===== config.mk =====
export PLATFORM = sky130hd
export DESIGN_NAME = trg_fire_gate
export DESIGN_NICKNAME = d
export VERILOG_FILES = /design/src/rtl/trg_gate_pkg.sv /design/src/rtl/trg_ctl_reg.sv /design/src/rtl/trg_a0_permit.sv /design/src/rtl/trg_qualify.sv /design/src/rtl/trg_fire_gate.sv
export SDC_FILE = /design/constraint.sdc
export NUM_CORES = 1
export LEC_CHECK = 0
export CELL_PAD_IN_SITES_DETAIL_PLACEMENT = 1
export CELL_PAD_IN_SITES_GLOBAL_PLACEMENT = 2
export CORE_MARGIN = 10
export CORE_UTILIZATION = 20
export CTS_CLUSTER_DIAMETER = 60
export DETAILED_ROUTE_END_ITERATION = 6
export DONT_BUFFER_PORTS = 1
export HOLD_SLACK_MARGIN = 0.03
export PLACE_DENSITY_LB_ADDON = 0.1
export SYNTH_ARGS = -nofsm -noshare
export SYNTH_HDL_FRONTEND = slang
export SYNTH_HIERARCHICAL = 1
export SYNTH_SLANG_ARGS = --single-unit
export TNS_END_PERCENT = 10

===== constraint.sdc =====
create_clock -name clk -period 2.1 [get_ports clk]
set_clock_uncertainty 0.05 [all_clocks]
set_input_delay 0.63 -clock clk [delete_from_list [all_inputs] [get_ports clk]]
set_output_delay 0.63 -clock clk [all_outputs]
set_load 0.03 [all_outputs]

===== src/rtl/trg_gate_pkg.sv =====
// Package: shared encodings for the trigger firing-enable gate.
// Assumes privilege codes follow the usual two-bit U/S/M numbering.
package trg_gate_pkg;

    typedef enum logic [1:0] {
        PRIV_U   = 2'b00,
        PRIV_S   = 2'b01,
        PRIV_RSV = 2'b10,
        PRIV_M   = 2'b11
    } priv_e;

    // Bit positions of the trigger-control register fields.
    localparam int unsigned TCTL_EN_POS   = 3;
    localparam int unsigned TCTL_SAVE_POS = 7;

    // Action code that raises a breakpoint exception.
    localparam int unsigned ACT_BKPT = 0;

endpackage


===== src/rtl/trg_ctl_reg.sv =====
// Module: trg_ctl_reg
// Holds the machine-trigger-enable bit and its saved copy when PRESENT = 1.
// Trap entry saves and clears, trap return restores, software write loads.
// Priority: entry > return > write. When PRESENT = 0 it reads as zero.
// Assumes XLEN is wide enough to hold bit TCTL_SAVE_POS.
module trg_ctl_reg
    import trg_gate_pkg::*;
#(
    parameter int unsigned XLEN    = 32,
    parameter bit          PRESENT = 1'b1
) (
    input  logic            clk,
    input  logic            rst_n,
    input  logic            enter_i,
    input  logic            return_i,
    input  logic            we_i,
    input  logic [XLEN-1:0] wdata_i,
    output logic            en_o,
    output logic [XLEN-1:0] rdata_o
);

    generate
        if (PRESENT) begin : g_reg
            logic en_q;
            logic save_q;
            logic unused_wdata;

            // Collapse the write-data bits that have no storage.
            assign unused_wdata = ^(wdata_i & ~((XLEN'(1) << TCTL_EN_POS) |
                                                (XLEN'(1) << TCTL_SAVE_POS)));

            // Update the two bits on trap entry, trap return or software write.
            always_ff @(posedge clk) begin
                if (!rst_n) begin
                    en_q   <= 1'b0;
                    save_q <= 1'b0;
                end else if (enter_i) begin
                    save_q <= en_q;
                    en_q   <= 1'b0;
                end else if (return_i) begin
                    en_q   <= save_q;
                    save_q <= save_q;
                end else if (we_i) begin
                    en_q   <= wdata_i[TCTL_EN_POS];
                    save_q <= wdata_i[TCTL_SAVE_POS];
                end
            end

            // Assemble the read value with all other bits at zero.
            always_comb begin
                rdata_o                = '0;
                rdata_o[TCTL_EN_POS]   = en_q;
                rdata_o[TCTL_SAVE_POS] = save_q;
            end

            assign en_o = en_q;


            trap_enter_save_chk: assert property (@(posedge clk) disable iff (!rst_n)
                enter_i |=> (save_q == $past(en_q)) && !en_q);


            trap_return_restore_chk: assert property (@(posedge clk) disable iff (!rst_n)
                (return_i && !enter_i) |=> (en_q == $past(save_q)) && (save_q == $past(save_q)));


            write_lowest_chk: assert property (@(posedge clk) disable iff (!rst_n)
                (we_i && !enter_i && !return_i) |=>
                    (en_q == $past(wdata_i[TCTL_EN_POS])) && (save_q == $past(wdata_i[TCTL_SAVE_POS])));


            rdata_fields_chk: assert property (@(posedge clk) disable iff (!rst_n)
                $countones(rdata_o) == ($countones(en_q) + $countones(save_q)));
        end else begin : g_none
            logic unused_inputs;

            // No storage: every input is intentionally ignored.
            assign unused_inputs = ^{clk, rst_n, enter_i, return_i, we_i, wdata_i};
            assign en_o    = 1'b0;
            assign rdata_o = '0;
        end
    endgenerate

endmodule


===== src/rtl/trg_a0_permit.sv =====
// Module: trg_a0_permit
// Decides whether breakpoint-action triggers may match in the current state.
// HAS_SMODE = 1 uses interrupt-enable and delegation bits; HAS_SMODE = 0 uses
// the machine-trigger-enable bit. Assumes the privilege code is stable per cycle.
module trg_a0_permit
    import trg_gate_pkg::*;
#(
    parameter bit HAS_SMODE = 1'b1
) (
    input  logic       clk,
    input  logic       rst_n,
    input  logic [1:0] priv_i,
    input  logic       virt_i,
    input  logic       mie_i,
    input  logic       sie_i,
    input  logic       vsie_i,
    input  logic       medeleg_i,
    input  logic       hedeleg_i,
    input  logic       mte_i,
    output logic       permit_o
);

    logic in_m;
    logic in_s;

    assign in_m = (priv_i == PRIV_M);
    assign in_s = (priv_i == PRIV_S);

    generate
        if (HAS_SMODE) begin : g_smode
            logic blk_m;
            logic blk_hs;
            logic blk_vs;
            logic unused_mte;

            assign unused_mte = mte_i;

            // Block in each privilege when its own handler cannot be re-entered safely.
            always_comb begin
                blk_m  = in_m && !mie_i;
                blk_hs = in_s && !virt_i && medeleg_i && !sie_i;
                blk_vs = in_s && virt_i && medeleg_i && hedeleg_i && !vsie_i;
            end

            assign permit_o = !(blk_m || blk_hs || blk_vs);


            m_no_mie_chk: assert property (@(posedge clk) disable iff (!rst_n)
                (in_m && !mie_i) |-> !permit_o);


            hs_deleg_chk: assert property (@(posedge clk) disable iff (!rst_n)
                (in_s && !virt_i && medeleg_i && !sie_i) |-> !permit_o);


            vs_deleg_chk: assert property (@(posedge clk) disable iff (!rst_n)
                (in_s && virt_i && medeleg_i && hedeleg_i && !vsie_i) |-> !permit_o);


            user_open_chk: assert property (@(posedge clk) disable iff (!rst_n)
                (priv_i == PRIV_U) |-> permit_o);
        end else begin : g_mte
            logic unused_status;

            assign unused_status = ^{virt_i, mie_i, sie_i, vsie_i, medeleg_i, hedeleg_i, in_s};

            // Only M privilege consults the enable bit.
            assign permit_o = !in_m || mte_i;


            m_enable_chk: assert property (@(posedge clk) disable iff (!rst_n)
                in_m |-> (permit_o == mte_i));
        end
    endgenerate

endmodule


===== src/rtl/trg_qualify.sv =====
// Module: trg_qualify
// Combines one trigger's mode check, context check and action code with the
// shared breakpoint permit into a qualified and a fire signal.
// Assumes the comparator hit is valid in the same cycle as the checks.
module trg_qualify
    import trg_gate_pkg::*;
#(
    parameter int unsigned ACTW = 4
) (
    input  logic            clk,
    input  logic            rst_n,
    input  logic [ACTW-1:0] action_i,
    input  logic            mode_ok_i,
    input  logic            ctx_ok_i,
    input  logic            hit_i,
    input  logic            permit_i,
    output logic            qual_o,
    output logic            fire_o
);

    logic is_bkpt;

    // Qualify: both checks first, then suppression for breakpoint actions.
    always_comb begin
        is_bkpt = (action_i == ACTW'(ACT_BKPT));
        qual_o  = mode_ok_i && ctx_ok_i && (!is_bkpt || permit_i);
        fire_o  = qual_o && hit_i;
    end


    checks_gate_chk: assert property (@(posedge clk) disable iff (!rst_n)
        !(mode_ok_i && ctx_ok_i) |-> !qual_o && !fire_o);


    fire_needs_hit_chk: assert property (@(posedge clk) disable iff (!rst_n)
        fire_o |-> hit_i && qual_o);


    other_action_chk: assert property (@(posedge clk) disable iff (!rst_n)
        (action_i != ACTW'(ACT_BKPT)) |-> (qual_o == (mode_ok_i && ctx_ok_i)));

endmodule


===== src/rtl/trg_fire_gate.sv =====
// Module: trg_fire_gate (top)
// Qualifies NTRIG debug triggers against the privilege state so breakpoint
// triggers cannot re-enter their own handler. Holds the trigger-control
// register only when HAS_SMODE = 0. Outputs are combinational.
module trg_fire_gate
    import trg_gate_pkg::*;
#(
    parameter int unsigned XLEN      = 32,
    parameter int unsigned NTRIG     = 2,
    parameter int unsigned ACTW      = 4,
    parameter bit          HAS_SMODE = 1'b0
) (
    input  logic                  clk,
    input  logic                  rst_n,
    input  logic [1:0]            priv_i,
    input  logic                  virt_i,
    input  logic                  mstatus_mie_i,
    input  logic                  sstatus_sie_i,
    input  logic                  vsstatus_sie_i,
    input  logic                  medeleg_bp_i,
    input  logic                  hedeleg_bp_i,
    input  logic                  trap_enter_i,
    input  logic                  trap_return_i,
    input  logic                  tctl_we_i,
    input  logic [XLEN-1:0]       tctl_wdata_i,
    output logic [XLEN-1:0]       tctl_rdata_o,
    input  logic [NTRIG*ACTW-1:0] trig_action_i,
    input  logic [NTRIG-1:0]      trig_mode_ok_i,
    input  logic [NTRIG-1:0]      trig_ctx_ok_i,
    input  logic [NTRIG-1:0]      trig_hit_i,
    output logic [NTRIG-1:0]      trig_qual_o,
    output logic [NTRIG-1:0]      trig_fire_o
);

    localparam bit TCTL_PRESENT = !HAS_SMODE;

    logic mte;
    logic permit;

    trg_ctl_reg #(
        .XLEN    (XLEN),
        .PRESENT (TCTL_PRESENT)
    ) u_ctl (
        .clk      (clk),
        .rst_n    (rst_n),
        .enter_i  (trap_enter_i),
        .return_i (trap_return_i),
        .we_i     (tctl_we_i),
        .wdata_i  (tctl_wdata_i),
        .en_o     (mte),
        .rdata_o  (tctl_rdata_o)
    );

    trg_a0_permit #(
        .HAS_SMODE (HAS_SMODE)
    ) u_permit (
        .clk       (clk),
        .rst_n     (rst_n),
        .priv_i    (priv_i),
        .virt_i    (virt_i),
        .mie_i     (mstatus_mie_i),
        .sie_i     (sstatus_sie_i),
        .vsie_i    (vsstatus_sie_i),
        .medeleg_i (medeleg_bp_i),
        .hedeleg_i (hedeleg_bp_i),
        .mte_i     (mte),
        .permit_o  (permit)
    );

    generate
        for (genvar t = 0; t < NTRIG; t++) begin : g_trig
            trg_qualify #(
                .ACTW (ACTW)
            ) u_q (
                .clk       (clk),
                .rst_n     (rst_n),
                .action_i  (trig_action_i[t*ACTW +: ACTW]),
                .mode_ok_i (trig_mode_ok_i[t]),
                .ctx_ok_i  (trig_ctx_ok_i[t]),
                .hit_i     (trig_hit_i[t]),
                .permit_i  (permit),
                .qual_o    (trig_qual_o[t]),
                .fire_o    (trig_fire_o[t])
            );
        end
    endgenerate


    no_reg_with_smode_chk: assert property (@(posedge clk) disable iff (!rst_n)
        HAS_SMODE |-> (tctl_rdata_o == '0));


    reset_clear_chk: assert property (@(posedge clk)
        !rst_n |=> (tctl_rdata_o == '0));

endmodule


Yosys cells after proc, flatten, opt, wreduce, memory -nomap -nowiden
Index checks and enable logic that the tools add are counted.
- flip-flop bits (word level): 2
- word-level logic and storage cells: 28
- equality and inequality tests: 2
- mux-type cells: 5
- bitwise gates (word level): 1
- reductions and logical operators: 18
- operator list (operator ; number):
    logical NOT 4 bit ; 2
    logical AND 1 bit ; 6
    2-to-1 mux 1 bit ; 5
    nonzero test 2 bit ; 2
    logical NOT 1 bit ; 3
    logical OR 1 bit ; 3
    equality test 2 bit (second input constant) ; 1
    inequality test 2 bit (second input constant) ; 1
    AND reduction 2 bit ; 1
    OR reduction 2 bit ; 1
    NOT 1 bit ; 1

Logic depth before layout (Yosys ltp)
Gate-level depths: netlist of run 1.
- depth in word-level cells: 6
- mapped depth: 3
- gate-level depth less buffers: 3

Cells and area by module
Netlist of run 1, hierarchy kept.
- by module, submodules not included (module ; instances ; cells an instance ; area an instance (µm²) ; sequential area each (µm²)):
    trg_ctl_reg ; 1 ; 44 ; 349.1 ; 40.0
    trg_qualify ; 2 ; 4 ; 32.5 ; 0.0
    trg_a0_permit ; 1 ; 1 ; 7.5 ; 0.0

Least setup slack after synthesis of run 1
No wires, ideal clock.
- kind: input port to output port
- start: input priv_i[0]
- end: output trig_qual_o[0]
- arrival: 1.425 ns
- setup slack: -0.005 ns
- stages on the path: 3
- path through: nand3b_1 -> or3_1 -> o311a_1
- word-level cells in the longest chain between the ends: 5
- RTL lines (element ; RTL line ; RTL):
    from (decl) ; trg_fire_gate.sv:15 ; input logic [1:0] priv_i,
    equality test 2 bit ; trg_a0_permit.sv:26 ; assign in_m = (priv_i == PRIV_M);
    logical NOT 1 bit ; trg_a0_permit.sv:68 ; assign permit_o = !in_m || mte_i;
    logical OR 1 bit ; trg_a0_permit.sv:68 ;
    logical OR 1 bit ; trg_qualify.sv:26 ; qual_o = mode_ok_i && ctx_ok_i && (!is_bkpt || permit_i);
    logical AND 1 bit ; trg_qualify.sv:26 ;
    to (decl) ; trg_fire_gate.sv:31 ; output logic [NTRIG-1:0] trig_qual_o,
No other way between the ends.

Worst setup path after layout of run 1
Ends and elaborated chain as after synthesis.

==> impl_metrics.yaml, run 1 <==
outcome:
  outcome: "finished with violations"
  violations: "negative setup slack"
clocking:
  clk_pin_slew_ps: 30
  clk_path_buf_depth: 2
  cts_tree: "done"
  cts_sinks: 2
  clk_latency_ps: 220
  post_cts_buffers: 0
  cts_root_buf: "clkbuf_4"
  htree_num_levels: 1
  cts_buffers: 3
  hold_buffers: 0
power:
  seq_power_share_pct: 19.3
  leakage_uw: 0.000207
  power_uw: 226
  p_comb_share_pct: 44.8
  power_density_nw_per_um2: 589
  power_switching_uw: 110
  p_int_uw: 116
  switching_share_pct: 48.6
  power_frac_clock_pct: 35.9
  peakVddDrop_mv: 0.169
floorplan:
  start_util_pct: 21.3
  core_area_um2: 1980
  die_x_um: 65.9
  die-height_um: 65.9
  row_count: 16
  die-area_um2: 4340
  pin_count: 95
timing:
  setup_ws_ps: -16.1
  min_period_ps: 2120
  clock.fmax_ghz: 0.473
  period_share_pct: 101
  setup_viol: 3
  rsz0062_at_grt: "true"
  hold_violations: 0
  drv_slew: 0
placement:
  dp_hpwl_mm: 1.15
  place_area_um2: 343
  place.gp.congestion: 0.647
  post-place-ws_ps: -52.7
  numPortBuffers: 0
  dp.cells: 78
critical_path:
  critPathSlowestCell: "o311a_4"
  worstPathMaxFanout: 2
  reg2reg_from: "u_ctl/en_o$_SDFFE_PP0P_"
  crit_path_end_kind: "primary output"
  start_kind: "input port"
  critical_path.top_delay_family: "simple AND/OR/NAND/NOR gates"
  critical_path_buf_inv_count: 0
  cp.required_ps: 1420
  cp_data_arrival_time_ps: 1440
  cp_cell_sequence: "nand3b_1, or3_1, o311a_4"
  setup.worst_path.class: "in2out"
  crit_cells: 3
  slowest_delay_ps: 380
  r2r_cells: 4
  crit_path_start: "priv_i[0]"
layout:
  num-fill-cells: 254
  layout-drive-gt1-share_pct: 16.7
  num_antenna_cells: 0
  nNetsFinal: 115
  area_delta_synth_final_pct: -8.90
  fin_area_um2: 384
  fin_cells: 81
logic_synthesis:
  muxShareOfSynthArea_pct: 4.75
  synth_seq_cells: 2
  ys_seq_area_share_pct: 9.50
  synthCells: 53
  synthXorXnorAreaFrac_pct: 0
  synth_compound_area_share_pct: 13.1
  netlist-cell-type-count: 15
  yosys.area_share.adder_pct: 0
  yosys_warnings: 6
  synthesis.area_um2: 422
  syn_avg_cell_area_um2: 7.96
  synth-simple-area-share_pct: 13.9
  synth_top_family_by_area: "buffers and inverters"
global_route:
  grt_pass1_vias: 313
  grt-ovfl-total: 0
  antenna_found_initial: 0
  grt_pass1_wl_mm: 1.51
  track_usage_pct: 4.57
  grt_max_degree: 4
detailed_routing:
  drt-total-wl_mm: 1.19
  drc: 0
  route.vias.total: 277
  final_antenna_net_count: 0
  dr.pass1.iters: 2
  routed_via_density: 3.42
  drtIter0Drc: 3
  drt-wirelength-per-cell_um: 14.7
min_path:
  hold_path.startpoint: "rst_n"
  min_path_cells: 2
  hp-class: "in2reg"
job:
  cap_violations: 0
logic make-up (layout without fill, tap and decap cells):
group           count (synthesis)  after routing
flops                           2              2
compound gates                  7              7
buf+inv                        33              5
mux                             2              2
other cells                     1             30
simple gates                    8              8
placed cells by master (no fill, tap or decap), drive strengths merged:
master  count
conb       30
clkbuf      3
or3         2
o311a       2
and3        2
mux2i       2
o21ai       2
dfxtp       2
o31a        2
buf         1
inv         1
nor2b       1
a21oi       1
nand2       1
and3b       1
nand3b      1
cell usage after synthesis:
cell type / instances / area share, %
and3_1: 2 / 3.0
conb_1: 1 / 0.89
mux2i_1: 2 / 4.7
nand3b_1: 1 / 1.8
buf_4: 32 / 57
nor2b_4: 1 / 3.3
o21ai_0: 2 / 2.4
or3_1: 2 / 3.0
inv_1: 1 / 0.89
a21oi_1: 1 / 1.2
dfxtp_1: 2 / 9.5
o311a_1: 2 / 4.7
o31a_2: 2 / 4.7
nand2_1: 1 / 0.89
and3b_1: 1 / 2.1
power by group through the flow:
| stage | clock (µW) | sequential (µW) | combinational (µW) |
|---|---|---|---|
| floorplan | 0 | 41.5 | 141 |
| global placement | 0 | 44.3 | 96.7 |
| detailed placement | 0 | 44.4 | 96.5 |
| CTS | 87.3 | 43.9 | 97.8 |
| global route | 87.1 | 44.0 | 107 |
| finish | 81.1 | 43.7 | 101 |
cell type report:
type                       count  area [µm²]  share of cell area [%]
sequential                     2        40.0                    10.4
tap                           27        33.8                    8.79
clock buffer                   3        22.5                    5.86
timing repair buffer           1        7.51                    1.95
multi-input combinational     47         277                    72.0
inverter                       1        3.75                   0.977
repair_timing:
action / 4_1_cts / 5_1_grt
endpoints found under the hold margin: 0 / 0
pin swaps: 0 / 0
setup endpoints to repair: 4 / 4
resized for setup: 1 / 1
final timing paths:
kind	slack, ps	to
max reg2reg	1080	u_ctl/en_o$_SDFFE_PP0P_
max	-20	trig_qual_o[0]
min reg2reg	670	u_ctl/g_reg.save_q$_SDFFE_PN0P_
min	510	u_ctl/g_reg.save_q$_SDFFE_PN0P_
through the flow:
stage | util (%) | setup TNS (ps) | hold WS (ps)
after floorplan | - | -5.22 | 477
after global placement | 17.3 | -70.9 | 691
after detailed placement | 17.3 | -79.3 | 679
after CTS | 19.0 | -47.4 | 501
after global routing | 19.4 | -110 | 514
final | 19.4 | -28.1 | 508
per-layer routing:
layer  track usage, %  wire length, µm  vias to the layer above
met3             5.76              303                        0
li1                 -                -                      120
met1             3.68              388                      118
met5                0                0                        -
met4             2.41                0                        0
met2             6.28              499                       39
registers in the layout, indices dropped and copies added, names as in the netlist:
| signal | flops |
|---|---|
| u_ctl/g_reg.save_q | 1 |
| u_ctl/en_o | 1 |
Note: power is estimated with default switching activity, not from simulation.
==> run 2: changes to the inputs <==
--- a/config.mk
+++ b/config.mk
@@ -7,6 +7,7 @@
 export LEC_CHECK = 0
 export CELL_PAD_IN_SITES_DETAIL_PLACEMENT = 1
 export CELL_PAD_IN_SITES_GLOBAL_PLACEMENT = 2
+export CORE_ASPECT_RATIO = 0.7
 export CORE_MARGIN = 10
 export CORE_UTILIZATION = 20
 export CTS_CLUSTER_DIAMETER = 60
==> impl_metrics.yaml, run 2 (synthesis results as in run 1) <==
outcome:
  outcome: "finished with violations"
  violations: "negative setup slack"
power:
  power_switching_uw: 112
  switching_share_pct: 48.7
  power_density_nw_per_um2: 582
  p_comb_share_pct: 44.8
  leakage_uw: 0.000214
  peakVddDrop_mv: 0.196
  power_frac_clock_pct: 36.1
  seq_power_share_pct: 19.1
  p_int_uw: 118
layout:
  register_area_um2: 40.0
  num-fill-cells: 238
  layout-drive-gt1-share_pct: 20.4
  multi_input_area_um2: 294
  area_delta_synth_final_pct: -6.23
  fin_cells: 76
  layout_commonest_cell: "conb_1"
  final_cell_mix: "conb_1 (30), clkbuf_4 (3)"
  num_antenna_cells: 0
  nNetsFinal: 115
global_route:
  grt_pass1_vias: 337
  grt-ovfl-total: 0
  grt_max_degree: 4
  antenna_found_initial: 0
  grt_pass1_wl_mm: 1.59
  track_usage_pct: 4.90
min_path:
  min_path_cells: 2
  hp-class: "in2reg"
placement:
  place.gp.congestion: 0.656
  dp.cells: 73
  post-place-ws_ps: -62.0
  dp_hpwl_mm: 1.16
  numPortBuffers: 0
detailed_routing:
  wl_met1_um: 347
  route.vias.total: 272
  drt-wirelength-per-cell_um: 16.3
  drt-total-wl_mm: 1.24
  dr.pass1.iters: 2
  wl_met3_um: 284
  routed_via_density: 3.58
  dr_wl_met2_um: 605
  drtIter0Drc: 7
  drc: 0
  top_layer_used: "met3"
  final_antenna_net_count: 0
clocking:
  htree_num_levels: 1
  hold_buffers: 0
  cts_tree: "done"
  cts_root_buf: "clkbuf_4"
  post_cts_buffers: 0
  clk_latency_ps: 220
  clk_path_buf_depth: 2
  clk_pin_slew_ps: 30
  cts_sinks: 2
  cts_buffers: 3
critical_path:
  worstPathMaxFanout: 2
  crit_path_end_kind: "primary output"
  r2r_cells: 4
  cp_cell_sequence: "nand3b_1, or3_4, o311a_4"
  cp.required_ps: 1420
  critPathSlowestCell: "o311a_4"
  start_kind: "input port"
  cp_data_arrival_time_ps: 1430
  setup.worst_path.class: "in2out"
  slowest_delay_ps: 370
  crit_cells: 3
  critical_path_buf_inv_count: 0
  critical_path.top_delay_family: "simple AND/OR/NAND/NOR gates"
floorplan:
  die_x_um: 74.9
  die-height_um: 58.4
  die-area_um2: 4370
  core_area_um2: 1940
  pin_count: 95
  row_count: 13
  start_util_pct: 21.8
timing:
  clock.fmax_ghz: 0.473
  drv_slew: 0
  setup_ws_ps: -12.7
  rsz0062_at_grt: "true"
  min_period_ps: 2110
  setup_viol: 2
  hold_violations: 0
  period_share_pct: 101
job:
  cap_violations: 0
[run 2: path summary, 6_finish.rpt]
kind	from	to	slack, ps
setup reg to reg	u_ctl/en_o$_SDFFE_PP0P_	u_ctl/en_o$_SDFFE_PP0P_	1070
hold / removal	rst_n	u_ctl/g_reg.save_q$_SDFFE_PN0P_	500
hold reg to reg	u_ctl/en_o$_SDFFE_PP0P_	u_ctl/g_reg.save_q$_SDFFE_PN0P_	670
setup / recovery	priv_i[0]	trig_qual_o[1]	-10
[run 2: repair_timing]
action,CTS,global route
setup endpoints to repair,4,4
gates resized for setup,3,2
cloned,0,0
[run 2: power by group through the flow]
stage	combinational, µW	clock [µW]	sequential (µW)
final	103	83.1	43.9
after detailed placement	96.6	0	44.5
after global routing	109	91.7	44.2
after floorplan	141	0	41.5
after CTS	99.3	88.5	43.9
after global placement	96.9	0	44.4
[run 2: routing by layer]
layer  vias up  track usage [%]
li1        120                -
met1       121             3.09
met2        31             9.02
met3         0             5.70
met4         0            0.806
met5         -                0
[run 2: layout make-up]
cell class	instances	area share, %
flip-flops and latches	2	10.1
well taps	22	6.96
clock buffers	3	5.70
repair buffers	1	1.90
multi-input cells	47	74.4
inverters	1	0.949
[run 2: per-stage QoR]
step                power [µW]  area, µm²  utilization, %  TNS, ps  hold WS, ps
floorplan                  183        542               -    -5.22          477
global placement           141        337            17.4    -91.6          683
detailed placement         141        337            17.4    -96.9          685
CTS                        232        383            19.8    -53.7          495
global route               245        395            20.4    -88.7          523
finish                     230        395            20.4    -22.9          501
